**config.mk**
```make
export PLATFORM = sky130hd
export DESIGN_NAME = coin_gate_ctrl
export DESIGN_NICKNAME = d
export VERILOG_FILES = /design/src/rtl/coin_gate_pkg.sv /design/src/rtl/coin_gate_next.sv /design/src/rtl/coin_gate_reg.sv /design/src/rtl/coin_gate_full_dec.sv /design/src/rtl/coin_gate_ctrl.sv
export SDC_FILE = /design/constraint.sdc
export NUM_CORES = 1
export LEC_CHECK = 0
export ABC_CLOCK_PERIOD_IN_PS = 2100
export CAP_MARGIN = 0
export CORE_AREA = 2 2 39 41
export DETAILED_ROUTE_END_ITERATION = 16
export DIE_AREA = 0 0 41 43
export GPL_TIMING_DRIVEN = 0
export PLACE_DENSITY = 0.3
export SETUP_SLACK_MARGIN = 0.1
export SYNTH_ARGS = -nofsm -noshare
export SYNTH_HDL_FRONTEND = slang
export SYNTH_SLANG_ARGS = --single-unit
export TNS_END_PERCENT = 10
```
**constraint.sdc**
```tcl
create_clock -name clk -period 2.1 [get_ports clk]
set_input_delay 0.315 -clock clk [delete_from_list [all_inputs] [get_ports clk]]
set_output_delay 0.315 -clock clk [all_outputs]
set_load 0.05 [all_outputs]
```
**src/rtl/coin_gate_pkg.sv**
```systemverilog
package coin_gate_pkg;

  // Credit is counted in steps of five cents.
  localparam int unsigned NICKEL_STEPS = 1;
  localparam int unsigned DIME_STEPS   = 2;

  typedef struct packed {
    logic nickel;
    logic dime;
  } coin_t;

endpackage

```
**src/rtl/coin_gate_next.sv**
```systemverilog
module coin_gate_next
  import coin_gate_pkg::*;
#(
  parameter int unsigned PRICE_STEPS = 3,
  parameter int unsigned CW          = $clog2(PRICE_STEPS + 1)
) (
  input  logic [CW-1:0] credit_i,
  input  coin_t         coins_i,
  output logic [CW-1:0] credit_nxt_o
);

  localparam int unsigned SW = CW + 2;
  localparam logic [SW-1:0] FULL_W = SW'(PRICE_STEPS);

  logic [SW-1:0] sum;

  always_comb begin
    sum = SW'(credit_i);
    if (coins_i.nickel) sum = sum + SW'(NICKEL_STEPS);
    if (coins_i.dime)   sum = sum + SW'(DIME_STEPS);
    if (sum >= FULL_W) credit_nxt_o = CW'(PRICE_STEPS);
    else               credit_nxt_o = sum[CW-1:0];
  end

endmodule

```
**src/rtl/coin_gate_reg.sv**
```systemverilog
module coin_gate_reg #(
  parameter int unsigned W = 1
) (
  input  logic         clk,
  input  logic         rst,
  input  logic [W-1:0] d_i,
  output logic [W-1:0] q_o
);

  always_ff @(posedge clk) begin
    if (rst) q_o <= '0;
    else     q_o <= d_i;
  end

endmodule

```
**src/rtl/coin_gate_full_dec.sv**
```systemverilog
module coin_gate_full_dec #(
  parameter int unsigned PRICE_STEPS = 3,
  parameter int unsigned CW          = $clog2(PRICE_STEPS + 1)
) (
  input  logic [CW-1:0] credit_i,
  output logic          full_o
);

  assign full_o = (credit_i == CW'(PRICE_STEPS));

endmodule

```
**src/rtl/coin_gate_ctrl.sv**
```systemverilog
module coin_gate_ctrl
  import coin_gate_pkg::*;
#(
  parameter int unsigned PRICE_STEPS = 3
) (
  input  logic clk,
  input  logic rst,
  input  logic nickel_i,
  input  logic dime_i,
  output logic open_o
);

  localparam int unsigned CW = $clog2(PRICE_STEPS + 1);

  coin_t         coins;
  logic [CW-1:0] credit_q;
  logic [CW-1:0] credit_nxt;
  logic          full_nxt;

  assign coins.nickel = nickel_i;
  assign coins.dime   = dime_i;

  coin_gate_next #(.PRICE_STEPS(PRICE_STEPS), .CW(CW)) u_next (
    .credit_i     (credit_q),
    .coins_i      (coins),
    .credit_nxt_o (credit_nxt)
  );

  coin_gate_reg #(.W(CW)) u_credit (
    .clk (clk),
    .rst (rst),
    .d_i (credit_nxt),
    .q_o (credit_q)
  );

  // The full decode is taken from the next credit, so the open flop shows
  // the Moore value with no decode after the clock edge.
  coin_gate_full_dec #(.PRICE_STEPS(PRICE_STEPS), .CW(CW)) u_dec (
    .credit_i (credit_nxt),
    .full_o   (full_nxt)
  );

  coin_gate_reg #(.W(1)) u_open (
    .clk (clk),
    .rst (rst),
    .d_i (full_nxt),
    .q_o (open_o)
  );

endmodule


```
Yosys cells after proc, flatten, opt, wreduce, memory -nomap -nowiden
Cells that the tools add are included.
{ "totals": {"out_inout_bits": 1, "reg_bits": 3, "word_cells": 9, "inputBits": 4} }
{ "classes": {"mux": 3, "magnitude_cmp": 1, "eq_ne": 1, "add_sub_neg": 2} }
{ "op_table": {"columns": ["operator", "count"], "rows": [
  ["$mux W4", 2],
  ["$add A4 B2 Y4 const B", 1],
  ["$ge A4 B2 Y1 const B", 1],
  ["$add A2 B1 Y3 const B", 1],
  ["$eq A2 B2 Y1 const B", 1],
  ["$mux W2", 1]
]} }

Logic depth before layout (Yosys ltp)
Gate-level depths: netlist (run 1).
{ "depth": {"word_depth": 7, "ltp_mapped": 6, "depth_no_buf": 6} }

Modules after synthesis
From an unflattened synthesis (run 1), not the netlist that was laid out.
{ "unflattened": {"cells_unflattened": 21, "hier_area_um2": 181.4} }
{ "modules_own_cells": {"columns": ["module", "n_inst", "area_each_um2", "cells_per_inst", "seq_area_each_um2"], "rows": [
  ["coin_gate_next", 1, 88.8, 14, 0.0],
  ["coin_gate_reg (u_credit)", 1, 52.6, 4, 40.0],
  ["coin_gate_reg (u_open)", 1, 33.8, 2, 20.0],
  ["coin_gate_full_dec", 1, 6.3, 1, 0.0]
]} }

Least setup slack after synthesis (run 1)
No wires, ideal clock.
{ "synth_timing": {"path_kind": "register to register", "from": "register u_credit.q_o[0]", "to": "register u_open.q_o", "t_arrival_ns": 1.501, "path_stages_with_launch": 7, "setup_time_ns": 0.132, "t_required_ns": 1.968, "synth_period_minus_slack_ns": 1.632, "setup_slack_ns": 0.468, "n_path_buf": 0, "cell_sequence": "dfxtp_1 -> ha_1 -> mux2_4 -> ha_1 -> nor3b_1 -> mux2_4 -> a211oi_2"} }
{ "synth_via": {"elab_chain_len": 7} }
{ "synth_lines": {"columns": ["element", "line", "text"], "rows": [
  ["start, declared", "coin_gate_reg.sv:7", "output logic [W-1:0] q_o"],
  ["start signal, assigned", "coin_gate_reg.sv:12", "else q_o <= d_i;"],
  ["$add A2 B1 Y3", "coin_gate_next.sv:19", "if (coins_i.nickel) sum = sum + SW'(NICKEL_STEPS);"],
  ["$mux W4 (*)", "coin_gate_next.sv:19", null],
  ["$add A4 B2 Y4", "coin_gate_next.sv:20", "if (coins_i.dime) sum = sum + SW'(DIME_STEPS);"],
  ["$mux W4 (*)", "coin_gate_next.sv:20", null],
  ["$ge A4 B2 Y1", "coin_gate_next.sv:21", "if (sum >= FULL_W) credit_nxt_o = CW'(PRICE_STEPS);"],
  ["$mux W2 (*)", "coin_gate_next.sv:21", null],
  ["$eq A2 B2 Y1 (*)", "coin_gate_full_dec.sv:9", "assign full_o = (credit_i == CW'(PRICE_STEPS));"],
  ["end signal, assigned", "coin_gate_reg.sv:12", null],
  ["end, declared", "coin_gate_reg.sv:7", null]
]} }
Mark *: on every way between the ends. The rest lies on a longest branch, timed or not.
A chain may end at the register's enable or synchronous reset.

Final worst setup path (run 1)
{ "layout_timing": {"from": "input nickel_i", "to": "register u_open.q_o"} }
{ "layout_via": {"elab_chain_len": 6} }
{ "layout_lines": {"columns": ["element", "line", "text"], "rows": [
  ["start, declared", "coin_gate_ctrl.sv:8", "input logic nickel_i,"],
  ["$mux W4 (*)", "coin_gate_next.sv:19", null],
  ["$add A4 B2 Y4", "coin_gate_next.sv:20", null],
  ["$mux W4 (*)", "coin_gate_next.sv:20", null],
  ["$ge A4 B2 Y1", "coin_gate_next.sv:21", null],
  ["$mux W2 (*)", "coin_gate_next.sv:21", null],
  ["$eq A2 B2 Y1 (*)", "coin_gate_full_dec.sv:9", null]
]} }
Marked as above.

==> impl_metrics.tcl, run 1 <==
set metrics [dict create \
    grt_pass1_wl_um 607 \
    cts_setup_buffers 0 \
    cts_max_path_buffers 2 \
    track_usage_pct 5.617 \
    drv_slew 0 \
    coreArea_um2 1384 \
    critical_path.max_fanout 5 \
    avgSynthCellArea_um2 10.15 \
    synth_cell_types 12 \
    dp_hpwl_um 260.5 \
    clock_latency_ns 0.23 \
    setup_ws_ns 0.2884 \
    syn-num-nets 24 \
    relSlewSlack_pct 66.90 \
    dpl_worst_slack_ns 0.04581 \
    ant_nets 0 \
    cts_tree "done" \
    drt_pass1_iterations 1 \
    fin_crit_ns 1.812 \
    reg2reg_to "u_open.q_o$_SDFF_PP0_" \
    pin_count 5 \
    reg2reg_slack_ns 0.40 \
    rsz0062_at_grt "no" \
    tightest_slew_ns 0.4949 \
    ctsResizeCount 0 \
    critPathRequiredTime_ns 2.20 \
    finalSetupViolCount 0 \
    antenna_found_initial 0 \
    diodes 0 \
    final_common_cell "clkdlybuf4s50_1" \
    mostFrequentLayoutCells "clkdlybuf4s50_1 (4), clkbuf_4 (3), dfxtp_1 (3)" \
    dp_cells 38 \
    hold_class "flip-flop to flip-flop" \
    power_frac_comb_pct 28.5 \
    yosysSeqAreaShare_pct 32.88 \
    gr-total-overflow 0 \
    grt_max_degree 6 \
    reg2reg_from "u_credit.q_o[0]$_SDFF_PP0_" \
    die_x_um 41 \
    setup.worst_path.start "nickel_i" \
    hold_viol_final 0 \
    clkPwrFrac_pct 42.3 \
    gp_congestion 0.5667 \
    max_freq_mhz 552.0 \
    outcome "finished, final reports clean" \
    portBuffers 4 \
    r2r_cells 6 \
    critPathKind "input port to flip-flop" \
    wl_um 340 \
    fin_tns_setup_ns 0 \
    drt_iter0_markers 0 \
    p_int_uw 171.6 \
    postCtsHoldBufs 0 \
    rows 14 \
    grt_pass1_vias 169 \
    seqPwrFrac_pct 29.1 \
    period_share_pct 86.27 \
    htree_num_levels 1 \
    start_util_pct 13.20 \
    drive_above_1_share_pct 30.77 \
    wl_per_cell_um 8.095 \
    swShare_pct 27.76 \
    via_count 155 \
    critPathCapture "u_open.q_o$_SDFF_PP0_" \
    cp-end-kind "flip-flop" \
    via_per_inst 3.690 \
    cts-root-buf "clkbuf_4" \
    synth_cells 18 \
    dieHeight_um 43 \
    finalNonFillerCells 42 \
    hold_depth 3 \
    skew_ns 0.002292 \
    nNetsFinal 33 \
    switchingPower_uw 65.94 \
    syn-cell-area_um2 182.7 \
    syn_to_final_growth_pct 47.26 \
    yosys_warnings 0 \
    dieArea_um2 1763 \
    drcViolationCount 0 \
    ys_ff_latch 3 \
    cts.sinks 3 \
    cts-buffers-inserted 3 \
    leakage_nw 0.1114 \
    irDropWorstVdd_uv 332.7 \
    cp.arrival_ns 1.91 \
    clkTransAtPathRegs_ns 0.04 \
    power_density_nw_per_um2 883.1 \
    start_kind "input port" \
    drv_cap 0 \
]
## through the flow
stage | instance area, um2 | hold WS (ns) | total power [mW] | utilization [%]
after floorplan | 182.7 | 0.3841 | 0.1185 | -
after CTS | 269.0 | 0.6790 | 0.2465 | 19.44
after global placement | 242.7 | 0.7011 | 0.1383 | 17.54
after detailed placement | 242.7 | 0.6818 | 0.1385 | 17.54
after global routing | 269.0 | 0.6804 | 0.2603 | 19.44
final | 269.0 | 0.6791 | 0.2376 | 19.44
## per-layer routing
metal	vias up	global-route usage, %	routed length [um]
li1	81	-	-
met1	69	6.731	159
met2	5	6.250	155
met3	0	1.571	26
met4	0	8.000	0
met5	-	0	0
## area by class of cell
| class | count | area, um2 |
|---|---|---|
| clock buffer | 4 | 26.28 |
| fill | 154 | 1115 |
| multi-input combinational | 15 | 122.6 |
| sequential | 3 | 60.06 |
| tap | 16 | 20.02 |
| timing repair buffer | 4 | 40.04 |
## sequential cells by signal (all words and copies together), names as in the netlist
signal        flops
u_open.q_o        1
u_credit.q_o      2
## how the worst min path moves through the flow
stage	start	to	slack (ns)
after CTS	rst	u_credit.q_o[1]$_SDFF_PP0_	0.68
after global placement	u_credit.q_o[0]$_SDFF_PP0_	u_credit.q_o[0]$_SDFF_PP0_	0.70
final	u_credit.q_o[0]$_SDFF_PP0_	u_credit.q_o[0]$_SDFF_PP0_	0.68
after floorplan	rst	u_credit.q_o[0]$_SDFF_PP0_	0.38
after global routing	rst	u_credit.q_o[1]$_SDFF_PP0_	0.68
after detailed placement	u_credit.q_o[0]$_SDFF_PP0_	u_credit.q_o[0]$_SDFF_PP0_	0.68
## Yosys cell counts
master    count  area, um2
ha_1          2      25.02
nor3b_1       1      7.510
or2_2         1      6.260
dfxtp_1       3      60.06
nor2_1        1      3.750
and2_2        1      7.510
nand2_1       1      3.750
a211oi_2      1      12.51
o21ai_0       2      10.01
nor2b_1       1      6.260
a21oi_1       2      10.01
mux2_4        2      30.03
## worst max-delay path, cell delays in order
cell and delay, ns:
clkdlybuf4s50_1 0.57, mux2_4 0.34, ha_1 0.29, nor3b_1 0.19, mux2_4 0.18, a211oi_2 0.03
## kinds of logic after synthesis
kind of cell / after synthesis / share of synthesized area, %
fa+ha+maj: 2 / 13.70
mux: 2 / 16.44
flops: 3 / 32.88
compound gates: 5 / 17.81
simple gates: 6 / 19.18
## power groups by stage
stage / clock [mW] / sequential, mW / combinational, mW
6_report: 0.101 / 0.0692 / 0.0678
5_1_grt: 0.114 / 0.0705 / 0.0756
4_1_cts: 0.108 / 0.0694 / 0.0690
3_5_place_dp: 0 / 0.0702 / 0.0683
3_3_place_gp: 0 / 0.0699 / 0.0683
2_1_floorplan: 0 / 0.0791 / 0.0394
(Power assumes the default switching activity.)
==> run 2: changes to the inputs <==
--- a/config.mk
+++ b/config.mk
@@ -15,5 +15,6 @@
 export SETUP_SLACK_MARGIN = 0.1
 export SYNTH_ARGS = -nofsm -noshare
 export SYNTH_HDL_FRONTEND = slang
+export SYNTH_HIERARCHICAL = 1
 export SYNTH_SLANG_ARGS = --single-unit
 export TNS_END_PERCENT = 10
==> run 2 against run 1 <==
Via count up 5.2%; clock skew about the same; largest cell class unchanged; design area is 0.93% higher.
==> impl_metrics.tcl, run 2 <==
set metrics [dict create \
    dieHeight_um 43 \
    cts-buffers-inserted 3 \
    leakage_nw 0.1192 \
    largest_reg_flops 2 \
    hold_viol_final 0 \
    ctsResizeCount 0 \
    drv_cap 0 \
    largest_register "u_credit/q_o" \
    yosys_warnings 6 \
    power_density_nw_per_um2 890.1 \
    wl_per_cell_um 7.467 \
    cts_max_path_buffers 2 \
    p_int_uw 174.2 \
    critPathKind "input port to flip-flop" \
    cp.arrival_ns 2.06 \
    grt_pass1_wl_um 552 \
    wl_um 336 \
    htree_num_levels 1 \
    reg.largest.list "u_credit/q_o (2), u_open/q_o (1)" \
    drt_iter0_markers 1 \
    tightest_slew_ns 0.5090 \
    clkPwrFrac_pct 40.5 \
    dp_hpwl_um 265.2 \
    via_count 163 \
    post-synth-top-count-cell "dfxtp_1" \
    portBuffers 4 \
    syn-num-nets 27 \
    switchingPower_uw 67.45 \
    setup_ws_ns 0.1591 \
    start_kind "input port" \
    avgSynthCellArea_um2 8.639 \
    gr-total-overflow 0 \
    irDropWorstVdd_uv 210.2 \
    finalPower_uw 241.7 \
    cts-root-buf "clkbuf_4" \
    synth_async_sr_flop_share_pct 0 \
    synth_cells 21 \
    ant_nets 0 \
    critical_path.max_fanout 4 \
    pin_count 5 \
    coreArea_um2 1384 \
    grt_pass1_vias 161 \
    mostFrequentLayoutCells "clkdlybuf4s50_1 (4), clkbuf_4 (3), dfxtp_1 (3)" \
    final_common_cell "clkdlybuf4s50_1" \
    syn-cell-area_um2 181.4 \
    netlist.area_leader.share_pct 33.10 \
    synth_largest_area_cell "dfxtp_1" \
    drt_pass1_iterations 2 \
    nNetsFinal 36 \
    drive_above_1_share_pct 20.69 \
    grt_max_degree 5 \
    ys_ff_latch 3 \
    diodes 0 \
    clkTransAtPathRegs_ns 0.04 \
    clock_latency_ns 0.23 \
    power_frac_comb_pct 30.4 \
    track_usage_pct 4.910 \
    via_per_inst 3.622 \
    post-route-util_pct 19.62 \
    antenna_found_initial 0 \
    rsz0062_at_grt "no" \
    synth_cell_types 14 \
    hold_class "flip-flop to flip-flop" \
    ys.flop_type "dfxtp_1" \
    yosysSeqAreaShare_pct 33.10 \
    synth_edf_count 0 \
    postCtsHoldBufs 0 \
    seqPwrFrac_pct 29.1 \
    period_share_pct 92.42 \
    outcome "finished, final reports clean" \
    dieArea_um2 1763 \
    start_util_pct 13.11 \
    drcViolationCount 0 \
    synthTopCellsByArea "dfxtp_1 (33%), ha_1 (14%), nor2b_4 (7.6%), nor2b_1 (6.9%), mux2i_1 (5.5%)" \
    die_x_um 41 \
    gp_congestion 0.5318 \
    fin_tns_setup_ns 0 \
    swShare_pct 27.91 \
    syn_to_final_growth_pct 49.65 \
    relSlewSlack_pct 65.96 \
    max_freq_mhz 515.2 \
    skew_ns 0.002395 \
    finalSetupViolCount 0 \
    drv_slew 0 \
    cts.sinks 3 \
    cp-end-kind "flip-flop" \
    rows 14 \
    cts_setup_buffers 0 \
    critPathRequiredTime_ns 2.22 \
    fin_crit_ns 1.941 \
    cts_tree "done" \
    dpl_worst_slack_ns -0.1059 \
]
## run 2: logic make-up after synthesis
kind of cell	synth area share, %
AO/OA/AOI/OAI	12.41
AND/OR/NAND/NOR	31.03
multiplexers	5.517
flip-flops	33.10
adder cells (fa/ha/maj)	13.79
buffers and inverters	4.139
## run 2: power groups by stage
stage               registers (mW)  clock network [mW]  logic, mW
global placement            0.0709                   0     0.0694
detailed placement          0.0709                   0     0.0704
floorplan                   0.0811                   0     0.0385
finish                      0.0703              0.0978     0.0736
global route                0.0715               0.107     0.0798
CTS                         0.0698               0.105     0.0711
## run 2: layout make-up
cell class,count,area [um2]
inverters,2,7.507
clock buffers,4,26.28
well taps,16,20.02
multi-input cells,16,117.6
fillers,159,1112
repair buffers,4,40.04
flip-flops and latches,3,60.06
## run 2: final timing paths
| check | startpoint | to | slack [ns] | cells after the start |
|---|---|---|---|---|
| hold / removal | u_credit/q_o[0]$_SDFF_PP0_ | u_credit/q_o[0]$_SDFF_PP0_ | 0.68 | 3 |
| setup / recovery | nickel_i | u_open/q_o$_SDFF_PP0_ | 0.16 | 8 |
| hold reg to reg | u_credit/q_o[0]$_SDFF_PP0_ | u_credit/q_o[0]$_SDFF_PP0_ | 0.68 | 3 |
| setup reg to reg | u_credit/q_o[0]$_SDFF_PP0_ | u_open/q_o$_SDFF_PP0_ | 0.26 | 8 |
## run 2: through the flow
| stage | instances | hold slack [ns] | area, um2 |
|---|---|---|---|
| after global placement | 41 | 0.6862 | 241.5 |
| after CTS | 45 | 0.6899 | 267.8 |
| after global routing | 45 | 0.7356 | 271.5 |
| after floorplan | 21 | 0.3793 | 181.4 |
| final | 45 | 0.6821 | 271.5 |
| after detailed placement | 41 | 0.6804 | 241.5 |
## run 2: worst max-delay path, stage by stage
cell and delay (ns):
clkdlybuf4s50_1 0.55, mux2i_2 0.29, inv_1 0.07, ha_1 0.28, o21ai_0 0.14, o21ai_0 0.13
and2_1 0.17, nor2b_4 0.11
## run 2: metal layers
layer	vias up	track usage, %	part of all wire (%)	wire, um
met4	0	4.000	0	0
met1	70	4.473	45	150
met3	0	3.141	6.0	20
met5	-	0	0	0
li1	88	-	-	-
met2	5	7.187	49	164
==> run 3: changes to the inputs <==
--- a/config.mk
+++ b/config.mk
@@ -7,11 +7,13 @@
 export LEC_CHECK = 0
 export ABC_CLOCK_PERIOD_IN_PS = 2100
 export CAP_MARGIN = 0
+export CELL_PAD_IN_SITES_DETAIL_PLACEMENT = 1
+export CELL_PAD_IN_SITES_GLOBAL_PLACEMENT = 1
 export CORE_AREA = 2 2 39 41
 export DETAILED_ROUTE_END_ITERATION = 16
 export DIE_AREA = 0 0 41 43
 export GPL_TIMING_DRIVEN = 0
-export PLACE_DENSITY = 0.3
+export PLACE_DENSITY = 0.36
 export SETUP_SLACK_MARGIN = 0.1
 export SYNTH_ARGS = -nofsm -noshare
 export SYNTH_HDL_FRONTEND = slang
==> run 3 against run 2 <==
Clock power about the same; critical path type is now flip-flop to flip-flop; sequential power about the same; critical path depth unchanged; routed wire length up 12%; first-iteration DRC count down 100%; global-route usage up 0.80 points; core utilization up 0.72 points; highest routed layer is now met4; non-clock buffer count up 1.
==> impl_metrics.tcl, run 3 (same netlist as run 2, synthesis figures left out) <==
set metrics [dict create \
    outcome "finished, final reports clean" \
    critical_path.max_fanout 3 \
    postCtsHoldBufs 0 \
    drt_iter0_markers 0 \
    reg.largest.list "u_credit/q_o (2), u_open/q_o (1)" \
    mostFrequentLayoutCells "clkbuf_4 (3), clkdlybuf4s50_1 (3), dfxtp_1 (3)" \
    irDropWorstVdd_uv 401.2 \
    ant_nets 0 \
    start_util_pct 13.11 \
    cp.arrival_ns 1.91 \
    critPathKind "flip-flop to flip-flop" \
    power_frac_comb_pct 31.8 \
    htree_num_levels 1 \
    swShare_pct 28.28 \
    via_per_inst 3.848 \
    max_freq_mhz 558.8 \
    largest_reg_flops 2 \
    finalInstanceArea_um2 281.5 \
    critPathRequiredTime_ns 2.22 \
    start_kind "flip-flop" \
    die_x_um 41 \
    seqPwrFrac_pct 28.2 \
    clock_latency_ns 0.23 \
    clkPwrFrac_pct 40.0 \
    wl_per_cell_um 8.196 \
    rsz0062_at_grt "no" \
    largest_register "u_credit/q_o" \
    hold_viol_final 0 \
    drcViolationCount 0 \
    wl_um 377 \
    reg2reg_from "u_credit/q_o[0]$_SDFF_PP0_" \
    via_count 177 \
    grt_max_degree 5 \
    fin_crit_ns 1.790 \
    use_met1_pct 4.153 \
    cts-root-buf "clkbuf_4" \
    dieArea_um2 1763 \
    clkTransAtPathRegs_ns 0.03 \
    rows 14 \
    cp-end-kind "flip-flop" \
    drive_above_1_share_pct 23.33 \
    slowest_delay_ns 0.31 \
    finalSetupViolCount 0 \
    multiInputGateArea_um2 117.6 \
    cts.sinks 3 \
    crit_family "adder cells" \
    gp_congestion 0.5683 \
    drv_slew 0 \
    diodes 0 \
    pin_count 5 \
    power_density_nw_per_um2 887.7 \
    p_int_uw 179.2 \
    cp_num_buf_inv 1 \
    gr-total-overflow 0 \
    top_usage_layer "met4" \
    whs_ns 0.6610 \
    crit_chain "ha_1, mux2i_2, inv_1, ha_1, o21ai_0, o21ai_0, and2_1, nor2b_4" \
    dieHeight_um 43 \
    cp.depth 8 \
    grt_use_met2_pct 7.813 \
    cpMaxStageDelayCell "dfxtp_1" \
    cts_tree "done" \
    seqCellArea_um2 60.06 \
    portBuffers 4 \
    drt_pass1_iterations 1 \
    nNetsFinal 37 \
    reg2reg_slack_ns 0.31 \
    met3_usage_pct 2.094 \
    leakage_nw 0.1329 \
    drv_cap 0 \
    hold_class "input port to flip-flop" \
    antenna_found_initial 0 \
    setup.worst_path.start "u_credit/q_o[0]$_SDFF_PP0_" \
    skew_ns 0.0003730 \
    period_share_pct 85.22 \
    coreArea_um2 1384 \
    grt_pass1_wl_um 586 \
    track_usage_pct 5.711 \
    switchingPower_uw 70.68 \
    tightest_slew_ns 0.5087 \
    cts-buffers-inserted 3 \
    r2r_cells 8 \
    relSlewSlack_pct 65.98 \
    reg2reg_to "u_open/q_o$_SDFF_PP0_" \
    dp_hpwl_um 298.8 \
    fillers 165 \
    post_dp_cell_area_um2 241.5 \
    worstHoldStart "nickel_i" \
    grt_pass1_vias 167 \
    critPathCapture "u_open/q_o$_SDFF_PP0_" \
    cts_max_path_buffers 2 \
    syn_to_final_growth_pct 55.17 \
]
[run 3: metrics by stage]
stage / setup TNS, ns / utilization (%) / total power, mW / setup slack [ns] / instances
4_1_cts: 0 / 19.35 / 0.2461 / 0.1148 / 45
6_report: 0 / 20.34 / 0.2499 / 0.3104 / 46
3_5_place_dp: -0.1228 / 17.45 / 0.1421 / -0.1228 / 41
3_3_place_gp: -0.1011 / 17.45 / 0.1408 / -0.1011 / 41
2_1_floorplan: 0 / - / 0.1197 / 0.3867 / 21
5_1_grt: 0 / 20.34 / 0.2674 / 0.1696 / 46
[run 3: how the worst min path moves through the flow]
stage	endpoint	slack, ns	depth (start not counted)
floorplan	u_open/q_o$_SDFF_PP0_	0.38	1
global placement	u_credit/q_o[0]$_SDFF_PP0_	0.68	3
detailed placement	u_credit/q_o[0]$_SDFF_PP0_	0.69	3
CTS	u_credit/q_o[0]$_SDFF_PP0_	0.70	3
global route	u_open/q_o$_SDFF_PP0_	0.73	2
finish	u_credit/q_o[0]$_SDFF_PP0_	0.66	4
[run 3: area by class of cell]
cell class                      count  share of cell area, %
Multi-Input combinational cell     16                  41.78
Sequential cell                     3                  21.33
Timing Repair Buffer                5                  17.78
Clock buffer                        4                  9.333
Tap cell                           16                  7.111
Inverter                            2                  2.667
[run 3: timing repair]
action,in CTS,in global routing
gates resized for setup,0,2
setup buffers,0,1
endpoints found under the hold margin,0,0
endpoints found under the setup margin,0,2
[run 3: layer usage]
metal  share of wire, %  up-vias
met2                 46        7
met4                8.0        0
met1                 36       79
met5                  0        -
met3                9.8        4
li1                   -       87
[run 3: worst reg2reg max path, cell delays in order (launching register included)]
cell,delay (ns)
dfxtp_1,0.31
ha_1,0.30
mux2i_2,0.18
inv_1,0.07
ha_1,0.28
o21ai_0,0.14
o21ai_0,0.12
and2_1,0.17
nor2b_4,0.11
[run 3: power by group through the flow]
stage / combinational [mW] / clock, mW / sequential, mW
6_report: 0.0795 / 0.100 / 0.0704
3_3_place_gp: 0.0700 / 0 / 0.0708
2_1_floorplan: 0.0385 / 0 / 0.0811
5_1_grt: 0.0891 / 0.107 / 0.0715
3_5_place_dp: 0.0712 / 0 / 0.0709
4_1_cts: 0.0717 / 0.104 / 0.0700
